==> src/rtl/uart_dq_pkg.sv <==
package uart_dq_pkg;

  localparam int CTL_ON   = 0;
  localparam int CTL_FRX  = 1;
  localparam int CTL_FTX  = 2;
  localparam int CTL_BLK  = 3;

  typedef struct packed {
    logic [1:0] rx_sel;
    logic [1:0] tx_sel;
    logic       blk_mode;
    logic       q_on;
  } dq_cfg_t;

  function automatic int unsigned rx_level(input logic [1:0] sel);
    case (sel)
      2'd0:    return 8;
      2'd1:    return 16;
      2'd2:    return 56;
      default: return 60;
    endcase
  endfunction

  function automatic int unsigned tx_level(input logic [1:0] sel);
    case (sel)
      2'd0:    return 8;
      2'd1:    return 16;
      2'd2:    return 32;
      default: return 56;
    endcase
  endfunction

endpackage

==> src/rtl/uart_dq_fifo.sv <==
module uart_dq_fifo #(
  parameter int DEPTH = 64,
  parameter int W     = 8,
  parameter int CW    = $clog2(DEPTH + 1)
) (
  input  logic          clk,
  input  logic          rst_n,
  input  logic          flush,
  input  logic          one_slot,
  input  logic          push_valid,
  input  logic [W-1:0]  push_data,
  output logic          push_ready,
  output logic          push_drop,
  output logic          pop_valid,
  input  logic          pop_ready,
  output logic [W-1:0]  pop_data,
  output logic [CW-1:0] count
);

  localparam int AW = (DEPTH > 1) ? $clog2(DEPTH) : 1;

  logic [W-1:0]  mem [DEPTH];
  logic [AW-1:0] wr_ptr, rd_ptr;
  logic [CW-1:0] cap;
  logic          full, push_ok, pop_ok;

  function automatic logic [AW-1:0] nxt(input logic [AW-1:0] p);
    return (p == AW'(DEPTH - 1)) ? '0 : p + 1'b1;
  endfunction

  assign cap        = one_slot ? CW'(1) : CW'(DEPTH);
  assign full       = (count >= cap);
  assign push_ready = !full;
  assign push_ok    = push_valid && !full && !flush;
  assign push_drop  = push_valid && full && !flush;
  assign pop_valid  = (count != '0);
  assign pop_ok     = pop_ready && pop_valid && !flush;
  assign pop_data   = mem[rd_ptr];

  always_ff @(posedge clk) begin
    if (push_ok) mem[wr_ptr] <= push_data;
  end

  always_ff @(posedge clk or negedge rst_n) begin
    if (!rst_n) begin
      wr_ptr <= '0;
      rd_ptr <= '0;
      count  <= '0;
    end else if (flush) begin
      wr_ptr <= '0;
      rd_ptr <= '0;
      count  <= '0;
    end else begin
      if (push_ok) wr_ptr <= nxt(wr_ptr);
      if (pop_ok)  rd_ptr <= nxt(rd_ptr);
      case ({push_ok, pop_ok})
        2'b10:   count <= count + 1'b1;
        2'b01:   count <= count - 1'b1;
        default: count <= count;
      endcase
    end
  end

endmodule

==> src/rtl/uart_dq_cfg.sv <==
module uart_dq_cfg
  import uart_dq_pkg::*;
(
  input  logic       clk,
  input  logic       rst_n,
  input  logic       we,
  input  logic [7:0] wdata,
  output dq_cfg_t    cfg,
  output logic       flush_rx,
  output logic       flush_tx,
  output logic [7:0] rdata
);

  logic toggle;

  assign toggle   = we && (wdata[CTL_ON] != cfg.q_on);
  assign flush_rx = (we && wdata[CTL_FRX]) || toggle;
  assign flush_tx = (we && wdata[CTL_FTX]) || toggle;

  always_ff @(posedge clk or negedge rst_n) begin
    if (!rst_n) begin
      cfg <= '0;
    end else if (we) begin
      cfg.rx_sel   <= wdata[7:6];
      cfg.tx_sel   <= wdata[5:4];
      cfg.blk_mode <= wdata[CTL_BLK];
      cfg.q_on     <= wdata[CTL_ON];
    end
  end

  assign rdata = {cfg.rx_sel, cfg.tx_sel, cfg.blk_mode, 2'b00, cfg.q_on};

endmodule

==> src/rtl/uart_dq_ready.sv <==
module uart_dq_ready
  import uart_dq_pkg::*;
#(
  parameter int DEPTH = 64,
  parameter int CW    = $clog2(DEPTH + 1)
) (
  input  dq_cfg_t       cfg,
  input  logic [CW-1:0] tx_count,
  input  logic [CW-1:0] rx_count,
  output logic          txrdy_n,
  output logic          rxrdy_n,
  output logic          tx_irq,
  output logic          rx_irq
);

  logic [CW:0] rx_thr, tx_thr;
  logic        blk, rx_hit, tx_low;

  assign blk    = cfg.q_on && cfg.blk_mode;
  assign rx_thr = cfg.q_on ? (CW+1)'(rx_level(cfg.rx_sel)) : (CW+1)'(1);
  assign tx_thr = cfg.q_on ? (CW+1)'(tx_level(cfg.tx_sel)) : (CW+1)'(1);
  assign rx_hit = ({1'b0, rx_count} >= rx_thr);
  assign tx_low = ({1'b0, tx_count} <  tx_thr);

  always_comb begin
    if (blk) begin
      txrdy_n = (tx_count >= CW'(DEPTH));
      rxrdy_n = !rx_hit;
    end else begin
      txrdy_n = (tx_count != '0);
      rxrdy_n = (rx_count == '0);
    end
  end

  assign rx_irq = rx_hit;
  assign tx_irq = tx_low;

endmodule

==> src/rtl/uart_dma_ready_ctrl.sv <==
module uart_dma_ready_ctrl
  import uart_dq_pkg::*;
#(
  parameter int DEPTH = 64,
  parameter int W     = 8
) (
  input  logic                       clk,
  input  logic                       rst_n,
  input  logic                       cfg_we,
  input  logic [7:0]                 cfg_wdata,
  output logic [7:0]                 cfg_rdata,
  input  logic                       tx_in_valid,
  output logic                       tx_in_ready,
  input  logic [W-1:0]               tx_in_data,
  output logic                       tx_out_valid,
  input  logic                       tx_out_ready,
  output logic [W-1:0]               tx_out_data,
  input  logic                       rx_in_valid,
  input  logic [W-1:0]               rx_in_data,
  output logic                       rx_out_valid,
  input  logic                       rx_out_ready,
  output logic [W-1:0]               rx_out_data,
  output logic [$clog2(DEPTH+1)-1:0] tx_count,
  output logic [$clog2(DEPTH+1)-1:0] rx_count,
  output logic                       txrdy_n,
  output logic                       rxrdy_n,
  output logic                       tx_irq,
  output logic                       rx_irq,
  output logic                       rx_overrun
);

  localparam int CW = $clog2(DEPTH + 1);

  dq_cfg_t cfg;
  logic    flush_rx, flush_tx, rx_drop, tx_drop, rx_in_ready;

  uart_dq_cfg u_cfg (
    .clk      (clk),
    .rst_n    (rst_n),
    .we       (cfg_we),
    .wdata    (cfg_wdata),
    .cfg      (cfg),
    .flush_rx (flush_rx),
    .flush_tx (flush_tx),
    .rdata    (cfg_rdata)
  );

  uart_dq_fifo #(.DEPTH(DEPTH), .W(W), .CW(CW)) u_txq (
    .clk        (clk),
    .rst_n      (rst_n),
    .flush      (flush_tx),
    .one_slot   (!cfg.q_on),
    .push_valid (tx_in_valid),
    .push_data  (tx_in_data),
    .push_ready (tx_in_ready),
    .push_drop  (tx_drop),
    .pop_valid  (tx_out_valid),
    .pop_ready  (tx_out_ready),
    .pop_data   (tx_out_data),
    .count      (tx_count)
  );

  uart_dq_fifo #(.DEPTH(DEPTH), .W(W), .CW(CW)) u_rxq (
    .clk        (clk),
    .rst_n      (rst_n),
    .flush      (flush_rx),
    .one_slot   (!cfg.q_on),
    .push_valid (rx_in_valid),
    .push_data  (rx_in_data),
    .push_ready (rx_in_ready),
    .push_drop  (rx_drop),
    .pop_valid  (rx_out_valid),
    .pop_ready  (rx_out_ready),
    .pop_data   (rx_out_data),
    .count      (rx_count)
  );

  always_ff @(posedge clk or negedge rst_n) begin
    if (!rst_n)        rx_overrun <= 1'b0;
    else if (flush_rx) rx_overrun <= 1'b0;
    else if (rx_drop)  rx_overrun <= 1'b1;
  end

  uart_dq_ready #(.DEPTH(DEPTH), .CW(CW)) u_rdy (
    .cfg      (cfg),
    .tx_count (tx_count),
    .rx_count (rx_count),
    .txrdy_n  (txrdy_n),
    .rxrdy_n  (rxrdy_n),
    .tx_irq   (tx_irq),
    .rx_irq   (rx_irq)
  );

  logic unused_ok;
  assign unused_ok = &{1'b0, rx_in_ready, tx_drop};

endmodule

==> config.mk <==
export PLATFORM = sky130hd
export DESIGN_NAME = uart_dma_ready_ctrl
export DESIGN_NICKNAME = d
export VERILOG_FILES = /design/src/rtl/uart_dq_pkg.sv /design/src/rtl/uart_dq_fifo.sv /design/src/rtl/uart_dq_cfg.sv /design/src/rtl/uart_dq_ready.sv /design/src/rtl/uart_dma_ready_ctrl.sv
export SDC_FILE = /design/constraint.sdc
export NUM_CORES = 1
export LEC_CHECK = 0
export BUFFER_PORTS_ARGS = -buffer_cell sky130_fd_sc_hd__buf_2
export CORE_UTILIZATION = 55
export CTS_CLUSTER_SIZE = 16
export DETAILED_ROUTE_END_ITERATION = 12
export PLACE_DENSITY = 0.74
export REMOVE_ABC_BUFFERS = 1
export SLEW_MARGIN = 20
export SYNTH_ARGS = -nofsm -noshare
export SYNTH_HDL_FRONTEND = slang
export SYNTH_SLANG_ARGS = --single-unit
==> constraint.sdc <==
create_clock -name clk -period 3.7 [get_ports clk]
set_input_delay 0.37 -clock clk [delete_from_list [all_inputs] [get_ports clk]]
set_output_delay 0.37 -clock clk [all_outputs]
set_load 0.005 [all_outputs]
==> results of run 1 <==
layer usage:
metal	vias to the layer above	track usage, %
li1	9569	-
met1	11790	33.35
met2	1090	42.97
met3	216	3.889
met4	0	9.150
met5	-	0
power groups by stage:
stage	Sequential (mW)	Combinational [mW]	Clock, mW
final	13.7	6.75	10.3
after global routing	13.7	7.19	10.9
after CTS	13.7	6.61	10.4
after detailed placement	14.1	6.24	0
after global placement	14.1	6.13	0
after floorplan	14.6	3.93	0
worst max-delay path, delay by kind of cell (launching register included):
family | cells | cell delay [ns]
AOI/OAI and AO/OA | 3 | 0.84
DFF | 1 | 0.46
muxes | 1 | 0.55
buffers and inverters | 3 | 0.71
sequential cells by signal (all words and copies together), names as in the netlist:
register / cells
u_txq.count: 7
u_txq.rd_ptr: 6
u_rxq.mem: 512
u_rxq.rd_ptr: 6
u_cfg.cfg: 6
u_rxq.count: 7
u_rxq.wr_ptr: 6
rx_overrun: 1
u_txq.wr_ptr: 6
u_txq.mem: 512
through the flow:
step	area (µm²)	hold slack, ns	power, mW
after global placement	45490	0.5357	20.21
final	49290	0.03715	30.78
after floorplan	42090	0.07441	18.48
after CTS	49100	0.0007864	30.79
after global routing	49290	0.04043	31.80
after detailed placement	45490	0.5518	20.35
cells in the mapped netlist, types with 18 or more instances:
library cell	n
sky130_fd_sc_hd__a21oi_1	24
sky130_fd_sc_hd__mux2i_1	18
sky130_fd_sc_hd__clkbuf_1	68
sky130_fd_sc_hd__mux4_2	247
sky130_fd_sc_hd__buf_2	35
sky130_fd_sc_hd__a211oi_1	24
sky130_fd_sc_hd__edfxtp_1	1024
sky130_fd_sc_hd__nand3_1	30
sky130_fd_sc_hd__nor2_1	168
sky130_fd_sc_hd__a22oi_1	65
sky130_fd_sc_hd__ha_1	27
sky130_fd_sc_hd__buf_1	21
sky130_fd_sc_hd__nand2_1	74
sky130_fd_sc_hd__dfrtp_1	45
sky130_fd_sc_hd__o21ai_0	26
path summary, 6_finish.rpt:
path | endpoint | cells past startpoint | startpoint | slack, ns
worst max-delay path | rx_out_data[7] | 7 | u_rxq.rd_ptr[0] | 0.08
worst min-delay path | rx_overrun | 3 | rx_in_valid | 0.04
worst max register to register | u_rxq.count[6] | 12 | u_cfg.cfg[0] | 0.16
worst min register to register | rx_overrun | 2 | rx_overrun | 0.56
max in group asynchronous | u_rxq.rd_ptr[0] | 2 | rst_n | 2.98
min in group asynchronous | u_cfg.cfg[1] | 2 | rst_n | 0.24
area by class of cell:
cell class                 instances  share of cell area (%)
antenna                            1                0.005077
clock buffer                     124                   5.519
clock inverter                    70                   1.290
inverter                          15                  0.1142
multi-input combinational        961                   20.85
sequential                      1069                   64.71
tap                             1030                   2.615
timing repair buffer             312                   4.897
what timing repair did:
action | 4_1_cts | 5_1_grt
gates cloned | 0 | 1
hold buffers | 7 | 0
setup buffers | 11 | 4
endpoints found under the setup margin | 17 | 16
gates resized for setup | 10 | 17
pin swaps | 0 | 2
hold endpoints to repair | 51 | 0
cells by family (layout without fill, tap and decap cells):
logic type,Yosys count,count (layout)
compound gates,249,249
xor+xnor,13,13
fa+ha+maj,29,29
buf+inv,142,521
flops,1069,1069
mux,285,285
other cells,1,3
simple gates,383,383
==> impl_metrics.xml, run 1 <==
<?xml version="1.0" encoding="UTF-8"?>
<metrics>
  <group name="timing">
    <metric name="period_needed" unit="ns">3.621</metric>
    <metric name="finalWorstSetupSlack" unit="ns">0.07915</metric>
    <metric name="final_period_utilization" unit="%">97.86</metric>
    <metric name="maxSlewViolCount" unit="">0</metric>
    <metric name="fin_worst_skew" unit="ns">0.04854</metric>
    <metric name="setup_viol_count_final" unit="">0</metric>
    <metric name="setup_total_negative_slack" unit="ns">0</metric>
    <metric name="slew_headroom" unit="%">32.78</metric>
    <metric name="hold_viol_final" unit="">0</metric>
    <metric name="worst-slew-pin-transition" unit="ns">1.008</metric>
    <metric name="max_freq" unit="GHz">0.2762</metric>
  </group>
  <group name="synth">
    <metric name="number_of_flops_mapped_to_enable_cells_by_yosys" unit="">1024</metric>
    <metric name="post-synth-top-area-cell" unit="">sky130_fd_sc_hd__edfxtp_1</metric>
    <metric name="synth_area" unit="µm²">42620</metric>
    <metric name="yosys-top-cells-area" unit="">sky130_fd_sc_hd__edfxtp_1 72%, sky130_fd_sc_hd__mux4_2 13%, sky130_fd_sc_hd__dfrtp_1 2.6%</metric>
    <metric name="ys_ff_latch" unit="">1069</metric>
    <metric name="yosys_warnings" unit="">0</metric>
    <metric name="synth_flop_cell" unit="">sky130_fd_sc_hd__edfxtp_1</metric>
    <metric name="synth_top_area_share" unit="%">72.15</metric>
    <metric name="yosys.area_share.xor_xnor" unit="%">0.3317</metric>
    <metric name="synth_compound_area_share" unit="%">4.313</metric>
    <metric name="synth_top_family_by_area" unit="">multiplexers</metric>
    <metric name="seq_area_frac_synth" unit="%">74.79</metric>
    <metric name="fraction_of_registers_with_async_set_or_reset_after_synthesis" unit="%">4.210</metric>
    <metric name="muxShareOfSynthArea" unit="%">14.01</metric>
    <metric name="yosysUniqueCellTypes" unit="">74</metric>
    <metric name="post_synth_inst_count" unit="">2171</metric>
    <metric name="post_synth.cell_area_avg" unit="µm²">19.63</metric>
    <metric name="synthSimpleGateAreaFrac" unit="%">4.280</metric>
    <metric name="synth-adder-area-share" unit="%">0.8866</metric>
  </group>
  <group name="placed_design">
    <metric name="placed_cells" unit="">3364</metric>
    <metric name="final_weighted_congestion_in_routability_driven_placement" unit="">0.8442</metric>
    <metric name="dpl.hpwl" unit="mm">59.16</metric>
    <metric name="io_buffers" unit="">74</metric>
    <metric name="place_ws" unit="ns">0.01935</metric>
  </group>
  <group name="clock_network">
    <metric name="cts_num_sinks" unit="">1069</metric>
    <metric name="h-tree-depth" unit="">3</metric>
    <metric name="clockRootBuffer" unit="">sky130_fd_sc_hd__clkbuf_16</metric>
    <metric name="cts_inserted_buffers" unit="">104</metric>
    <metric name="cts.reportedPaths.clkPinSlew" unit="ns">0.06</metric>
    <metric name="clk_path_buf_depth" unit="">3</metric>
    <metric name="clock_latency_on_the_worst_skew_pair" unit="ns">0.67</metric>
    <metric name="cts_tree" unit="">built</metric>
  </group>
  <group name="floorplan">
    <metric name="boundaryPins" unit="">77</metric>
    <metric name="fp.dieArea" unit="µm²">78610</metric>
    <metric name="std_cell_rows" unit="">101</metric>
    <metric name="floorplan_core_area" unit="µm²">76330</metric>
    <metric name="floorplan.initialDensity" unit="%">55.84</metric>
    <metric name="die_h" unit="µm">280.4</metric>
    <metric name="die_x" unit="µm">280.4</metric>
  </group>
  <group name="power">
    <metric name="worst_ir_drop_vdd" unit="µV">559.0</metric>
    <metric name="power-per-cell-area" unit="nW/µm²">624.5</metric>
    <metric name="clkPwrFrac" unit="%">33.5</metric>
    <metric name="p_sw" unit="mW">8.351</metric>
    <metric name="p_leak" unit="nW">16.09</metric>
    <metric name="p_comb_share" unit="%">21.9</metric>
    <metric name="internal-power" unit="mW">22.43</metric>
    <metric name="sequentialPowerShare" unit="%">44.6</metric>
    <metric name="power.switching_fraction" unit="%">27.13</metric>
  </group>
  <group name="detailed_routing">
    <metric name="route.detailed.wl_per_inst" unit="µm">27.32</metric>
    <metric name="postRouteWirelength" unit="mm">97.84</metric>
    <metric name="dr.first_iter.drc_count" unit="">2342</metric>
    <metric name="dr_total_vias" unit="">22660</metric>
    <metric name="detail_route.first_pass.iterations" unit="">6</metric>
    <metric name="post_drt_via_cell_ratio" unit="">6.326</metric>
    <metric name="met3_wirelength" unit="mm">7.302</metric>
    <metric name="route.detailed.drc" unit="">0</metric>
    <metric name="routed-wl-met2" unit="mm">50.45</metric>
    <metric name="antenna_violating_nets_post_route" unit="">0</metric>
    <metric name="top_signal_layer_used" unit="">met4</metric>
    <metric name="routedLengthMet1" unit="mm">36.64</metric>
  </group>
  <group name="cells_and_area">
    <metric name="layout_cell_share_with_drive_strength_beyond_1" unit="%">30.34</metric>
    <metric name="ff_latch_area" unit="µm²">31900</metric>
    <metric name="mostFrequentLayoutCells" unit="">1024 x sky130_fd_sc_hd__edfxtp_1, 247 x sky130_fd_sc_hd__mux4_2, 224 x sky130_fd_sc_hd__buf_4, 166 x sky130_fd_sc_hd__nor2_1, 107 x sky130_fd_sc_hd__clkbuf_16</metric>
    <metric name="utilization" unit="%">64.58</metric>
    <metric name="areaGrowthSynthToFinish" unit="%">15.65</metric>
    <metric name="nFillCells" unit="">4983</metric>
    <metric name="nNetsFinal" unit="">2523</metric>
    <metric name="multiInputGateArea" unit="µm²">10280</metric>
    <metric name="layout.cells.most_common" unit="">sky130_fd_sc_hd__edfxtp_1</metric>
    <metric name="layout.cells.non_filler" unit="">3582</metric>
  </group>
  <group name="grt">
    <metric name="grt_start_max_net_pins" unit="">65</metric>
    <metric name="global_route_wire_length_before_repair" unit="mm">145.7</metric>
    <metric name="groute.usage.overall" unit="%">25.29</metric>
    <metric name="grt_remaining_overflow" unit="">0</metric>
    <metric name="number_of_global_route_vias_before_repair" unit="">23170</metric>
    <metric name="initial_antenna_violation_count" unit="">2</metric>
  </group>
  <group name="run">
    <metric name="cap_viol_max_count" unit="">0</metric>
  </group>
  <group name="worst_setup_path">
    <metric name="critPathArrivalTime" unit="ns">3.25</metric>
    <metric name="kind_of_start_point_of_the_critical_path" unit="">register</metric>
    <metric name="critPathRequiredTime" unit="ns">3.33</metric>
    <metric name="crit_path_max_incr_delay" unit="ns">0.55</metric>
    <metric name="crit_chain" unit="">buf_12 -&gt; buf_4 -&gt; mux4_2 -&gt; a22o_1 -&gt; a221oi_1 -&gt; o221ai_1 -&gt; buf_2</metric>
    <metric name="timing.critical_path.fanout_max" unit="">15</metric>
    <metric name="cp-end-kind" unit="">output pin</metric>
    <metric name="setup.worst_path.class" unit="">register to output pin</metric>
    <metric name="crit_slowest_cell" unit="">sky130_fd_sc_hd__mux4_2</metric>
  </group>
  <group name="worst_hold_path">
    <metric name="holdCritPathClass" unit="">input port to register</metric>
  </group>
  <group name="status">
    <metric name="outcome" unit="">complete, no violations</metric>
  </group>
</metrics>
Power figures use the tool's default switching activity.
==> inputs of run 2 (changes only) <==
==> constraint.sdc (replaced) <==
create_clock -name clk -period 3.7 [get_ports clk]
set_input_delay 0.37 -clock clk [delete_from_list [all_inputs] [get_ports clk]]
set_output_delay 0.37 -clock clk [all_outputs]
set_load 0.05 [all_outputs]
==> impl_metrics.xml, run 2 (same netlist as run 1, synthesis figures left out) <==
<?xml version="1.0" encoding="UTF-8"?>
<metrics>
  <group name="status">
    <metric name="outcome" unit="">complete, no violations</metric>
  </group>
  <group name="worst_setup_path">
    <metric name="worstReg2RegStart" unit="">u_cfg.cfg[0]</metric>
    <metric name="cp-end-kind" unit="">output pin</metric>
    <metric name="timing.critical_path.fanout_max" unit="">18</metric>
    <metric name="r2r.worst_path.cells" unit="">12</metric>
    <metric name="r2r_setup_slack" unit="ns">0.13</metric>
    <metric name="setup.worst_path.class" unit="">register to output pin</metric>
    <metric name="timing.rr.end" unit="">u_txq.count[6]</metric>
    <metric name="critPathArrivalTime" unit="ns">3.29</metric>
    <metric name="timing.critical_path.to" unit="">rx_out_data[2]</metric>
    <metric name="setup.worst_path.start" unit="">u_rxq.rd_ptr[0]</metric>
    <metric name="critPathRequiredTime" unit="ns">3.33</metric>
    <metric name="kind_of_start_point_of_the_critical_path" unit="">register</metric>
  </group>
  <group name="power">
    <metric name="power-per-cell-area" unit="nW/µm²">637.5</metric>
    <metric name="p_leak" unit="nW">16.09</metric>
    <metric name="worst_ir_drop_vdd" unit="µV">680.0</metric>
  </group>
  <group name="detailed_routing">
    <metric name="route.detailed.drc" unit="">0</metric>
    <metric name="detail_route.first_pass.iterations" unit="">6</metric>
    <metric name="route.detailed.wl_per_inst" unit="µm">27.06</metric>
    <metric name="antenna_violating_nets_post_route" unit="">0</metric>
    <metric name="dr.first_iter.drc_count" unit="">2387</metric>
    <metric name="postRouteWirelength" unit="mm">96.73</metric>
    <metric name="dr_total_vias" unit="">22560</metric>
    <metric name="post_drt_via_cell_ratio" unit="">6.313</metric>
  </group>
  <group name="worst_hold_path">
    <metric name="min_delay_path_depth" unit="">3</metric>
    <metric name="holdCritPathClass" unit="">input port to register</metric>
  </group>
  <group name="clock_network">
    <metric name="clock_latency_on_the_worst_skew_pair" unit="ns">0.67</metric>
    <metric name="h-tree-depth" unit="">3</metric>
    <metric name="cts_tree" unit="">built</metric>
    <metric name="cts_num_sinks" unit="">1069</metric>
    <metric name="cts_inserted_buffers" unit="">104</metric>
    <metric name="cts.reportedPaths.clkPinSlew" unit="ns">0.06</metric>
    <metric name="clk_path_buf_depth" unit="">3</metric>
    <metric name="clockRootBuffer" unit="">sky130_fd_sc_hd__clkbuf_16</metric>
  </group>
  <group name="floorplan">
    <metric name="die_x" unit="µm">280.4</metric>
    <metric name="floorplan.initialDensity" unit="%">55.84</metric>
    <metric name="boundaryPins" unit="">77</metric>
    <metric name="die_h" unit="µm">280.4</metric>
    <metric name="fp.dieArea" unit="µm²">78610</metric>
    <metric name="std_cell_rows" unit="">101</metric>
    <metric name="floorplan_core_area" unit="µm²">76330</metric>
  </group>
  <group name="placed_design">
    <metric name="io_buffers" unit="">74</metric>
    <metric name="dpl.hpwl" unit="mm">58.77</metric>
    <metric name="place_ws" unit="ns">-0.06561</metric>
    <metric name="final_weighted_congestion_in_routability_driven_placement" unit="">0.8625</metric>
    <metric name="postPlaceCellArea" unit="µm²">45510</metric>
    <metric name="placed_cells" unit="">3356</metric>
  </group>
  <group name="grt">
    <metric name="global_route_wire_length_before_repair" unit="mm">145.1</metric>
    <metric name="number_of_global_route_vias_before_repair" unit="">23310</metric>
    <metric name="initial_antenna_violation_count" unit="">0</metric>
    <metric name="groute.usage.overall" unit="%">25.06</metric>
    <metric name="grt_start_max_net_pins" unit="">65</metric>
    <metric name="grt_remaining_overflow" unit="">0</metric>
  </group>
  <group name="timing">
    <metric name="final_period_utilization" unit="%">98.88</metric>
    <metric name="finalWorstSetupSlack" unit="ns">0.04161</metric>
    <metric name="hold_viol_final" unit="">0</metric>
    <metric name="period_needed" unit="ns">3.658</metric>
    <metric name="max_freq" unit="GHz">0.2733</metric>
    <metric name="setup_viol_count_final" unit="">0</metric>
    <metric name="worst-slew-pin-transition" unit="ns">0.9630</metric>
    <metric name="slew_headroom" unit="%">35.80</metric>
    <metric name="grt_setup_unrepaired" unit="">true</metric>
    <metric name="fin_worst_skew" unit="ns">0.03365</metric>
    <metric name="maxSlewViolCount" unit="">0</metric>
  </group>
  <group name="run">
    <metric name="cap_viol_max_count" unit="">0</metric>
  </group>
  <group name="cells_and_area">
    <metric name="mostFrequentLayoutCells" unit="">1024 x sky130_fd_sc_hd__edfxtp_1, 247 x sky130_fd_sc_hd__mux4_2, 207 x sky130_fd_sc_hd__buf_4, 163 x sky130_fd_sc_hd__nor2_1, 105 x sky130_fd_sc_hd__clkbuf_16</metric>
    <metric name="num_antenna_cells" unit="">0</metric>
    <metric name="layout_cell_share_with_drive_strength_beyond_1" unit="%">30.23</metric>
    <metric name="largestRegisters" unit="">u_rxq.mem x512, u_txq.mem x512</metric>
    <metric name="nNetsFinal" unit="">2514</metric>
    <metric name="areaGrowthSynthToFinish" unit="%">15.74</metric>
    <metric name="layout.cells.non_filler" unit="">3574</metric>
    <metric name="design_area" unit="µm²">49330</metric>
    <metric name="nFillCells" unit="">5060</metric>
    <metric name="layout.cells.most_common" unit="">sky130_fd_sc_hd__edfxtp_1</metric>
  </group>
</metrics>
==> run 2: changes by cell type in the layout (fill, tap and decap cells not counted), sizes merged <==
| cell | before | now |
|---|---|---|
| dlygate4sd3 | 7 | 8 |
| inv | 20 | 15 |
| clkbuf | 125 | 124 |
| diode | 1 | 0 |
| clkinv | 48 | 64 |
| buf | 304 | 293 |
| clkinvlp | 10 | 3 |
==> run 2: worst min-delay path by stage <==
| stage | from | endpoint | slack (ns) |
|---|---|---|---|
| after floorplan | rst_n | rx_overrun | 0.07 |
| after global routing | cfg_we | u_cfg.cfg[0] | 0.07 |
| after global placement | rst_n | u_txq.count[4] | 0.51 |
| final | cfg_we | u_cfg.cfg[4] | 0.08 |
| after CTS | cfg_we | u_cfg.cfg[4] | 0.04 |
| after detailed placement | rst_n | u_txq.count[4] | 0.53 |
==> run 2: final cells by class <==
class | count | area [µm²] | share of cell area [%]
well taps | 1030 | 1289 | 2.613
repair buffers | 303 | 2425 | 4.916
clock buffers | 122 | 2691 | 5.456
multi-input cells | 961 | 10340 | 20.97
clock inverters | 74 | 624.3 | 1.266
inverters | 15 | 56.30 | 0.1141
flip-flops and latches | 1069 | 31900 | 64.66
==> run 2: per-stage QoR <==
| step | utilization [%] | power (mW) | TNS, ns | hold WS, ns |
|---|---|---|---|---|
| after floorplan | - | 19.26 | -74.56 | 0.07441 |
| after global placement | 59.62 | 21.01 | 0 | 0.5081 |
| after detailed placement | 59.62 | 21.14 | -0.06561 | 0.5266 |
| after CTS | 64.35 | 31.45 | 0 | 0.04003 |
| after global routing | 64.62 | 32.47 | -0.05136 | 0.07294 |
| final | 64.62 | 31.45 | 0 | 0.07586 |
==> run 2: what timing repair did <==
action                                  CTS  global route
buffers inserted                          9             5
hold buffers                              8             0
endpoints found under the setup margin   17            17
hold endpoints to repair                 41             0
pin swaps                                 1             4
gates resized for setup                  13            34
==> run 2: worst max-delay path, stage by stage, from the launching register on <==
cell                       delay, ns
sky130_fd_sc_hd__dfrtp_4        0.46
sky130_fd_sc_hd__buf_12         0.15
sky130_fd_sc_hd__buf_12         0.19
sky130_fd_sc_hd__mux4_2         0.51
sky130_fd_sc_hd__a22oi_1        0.26
sky130_fd_sc_hd__nand2_1        0.15
sky130_fd_sc_hd__a22oi_2        0.32
sky130_fd_sc_hd__o221ai_1       0.27
sky130_fd_sc_hd__buf_2          0.29
==> run 2: metal layers <==
metal | vias to the layer above | wire length, µm | global-route usage (%)
met5 | - | 0 | 0
met4 | 0 | 3371 | 9.486
met3 | 196 | 6490 | 3.514
met2 | 992 | 50210 | 43.15
met1 | 11840 | 36650 | 32.57
li1 | 9537 | - | -
==> run 2: where the power goes <==
part	switching (mW)	total [mW]	internal, mW	leakage [nW]
Combinational	4.35	7.62	3.27	4.68
Clock	4.45	10.2	5.72	1.62
Sequential	0.229	13.7	13.4	9.79
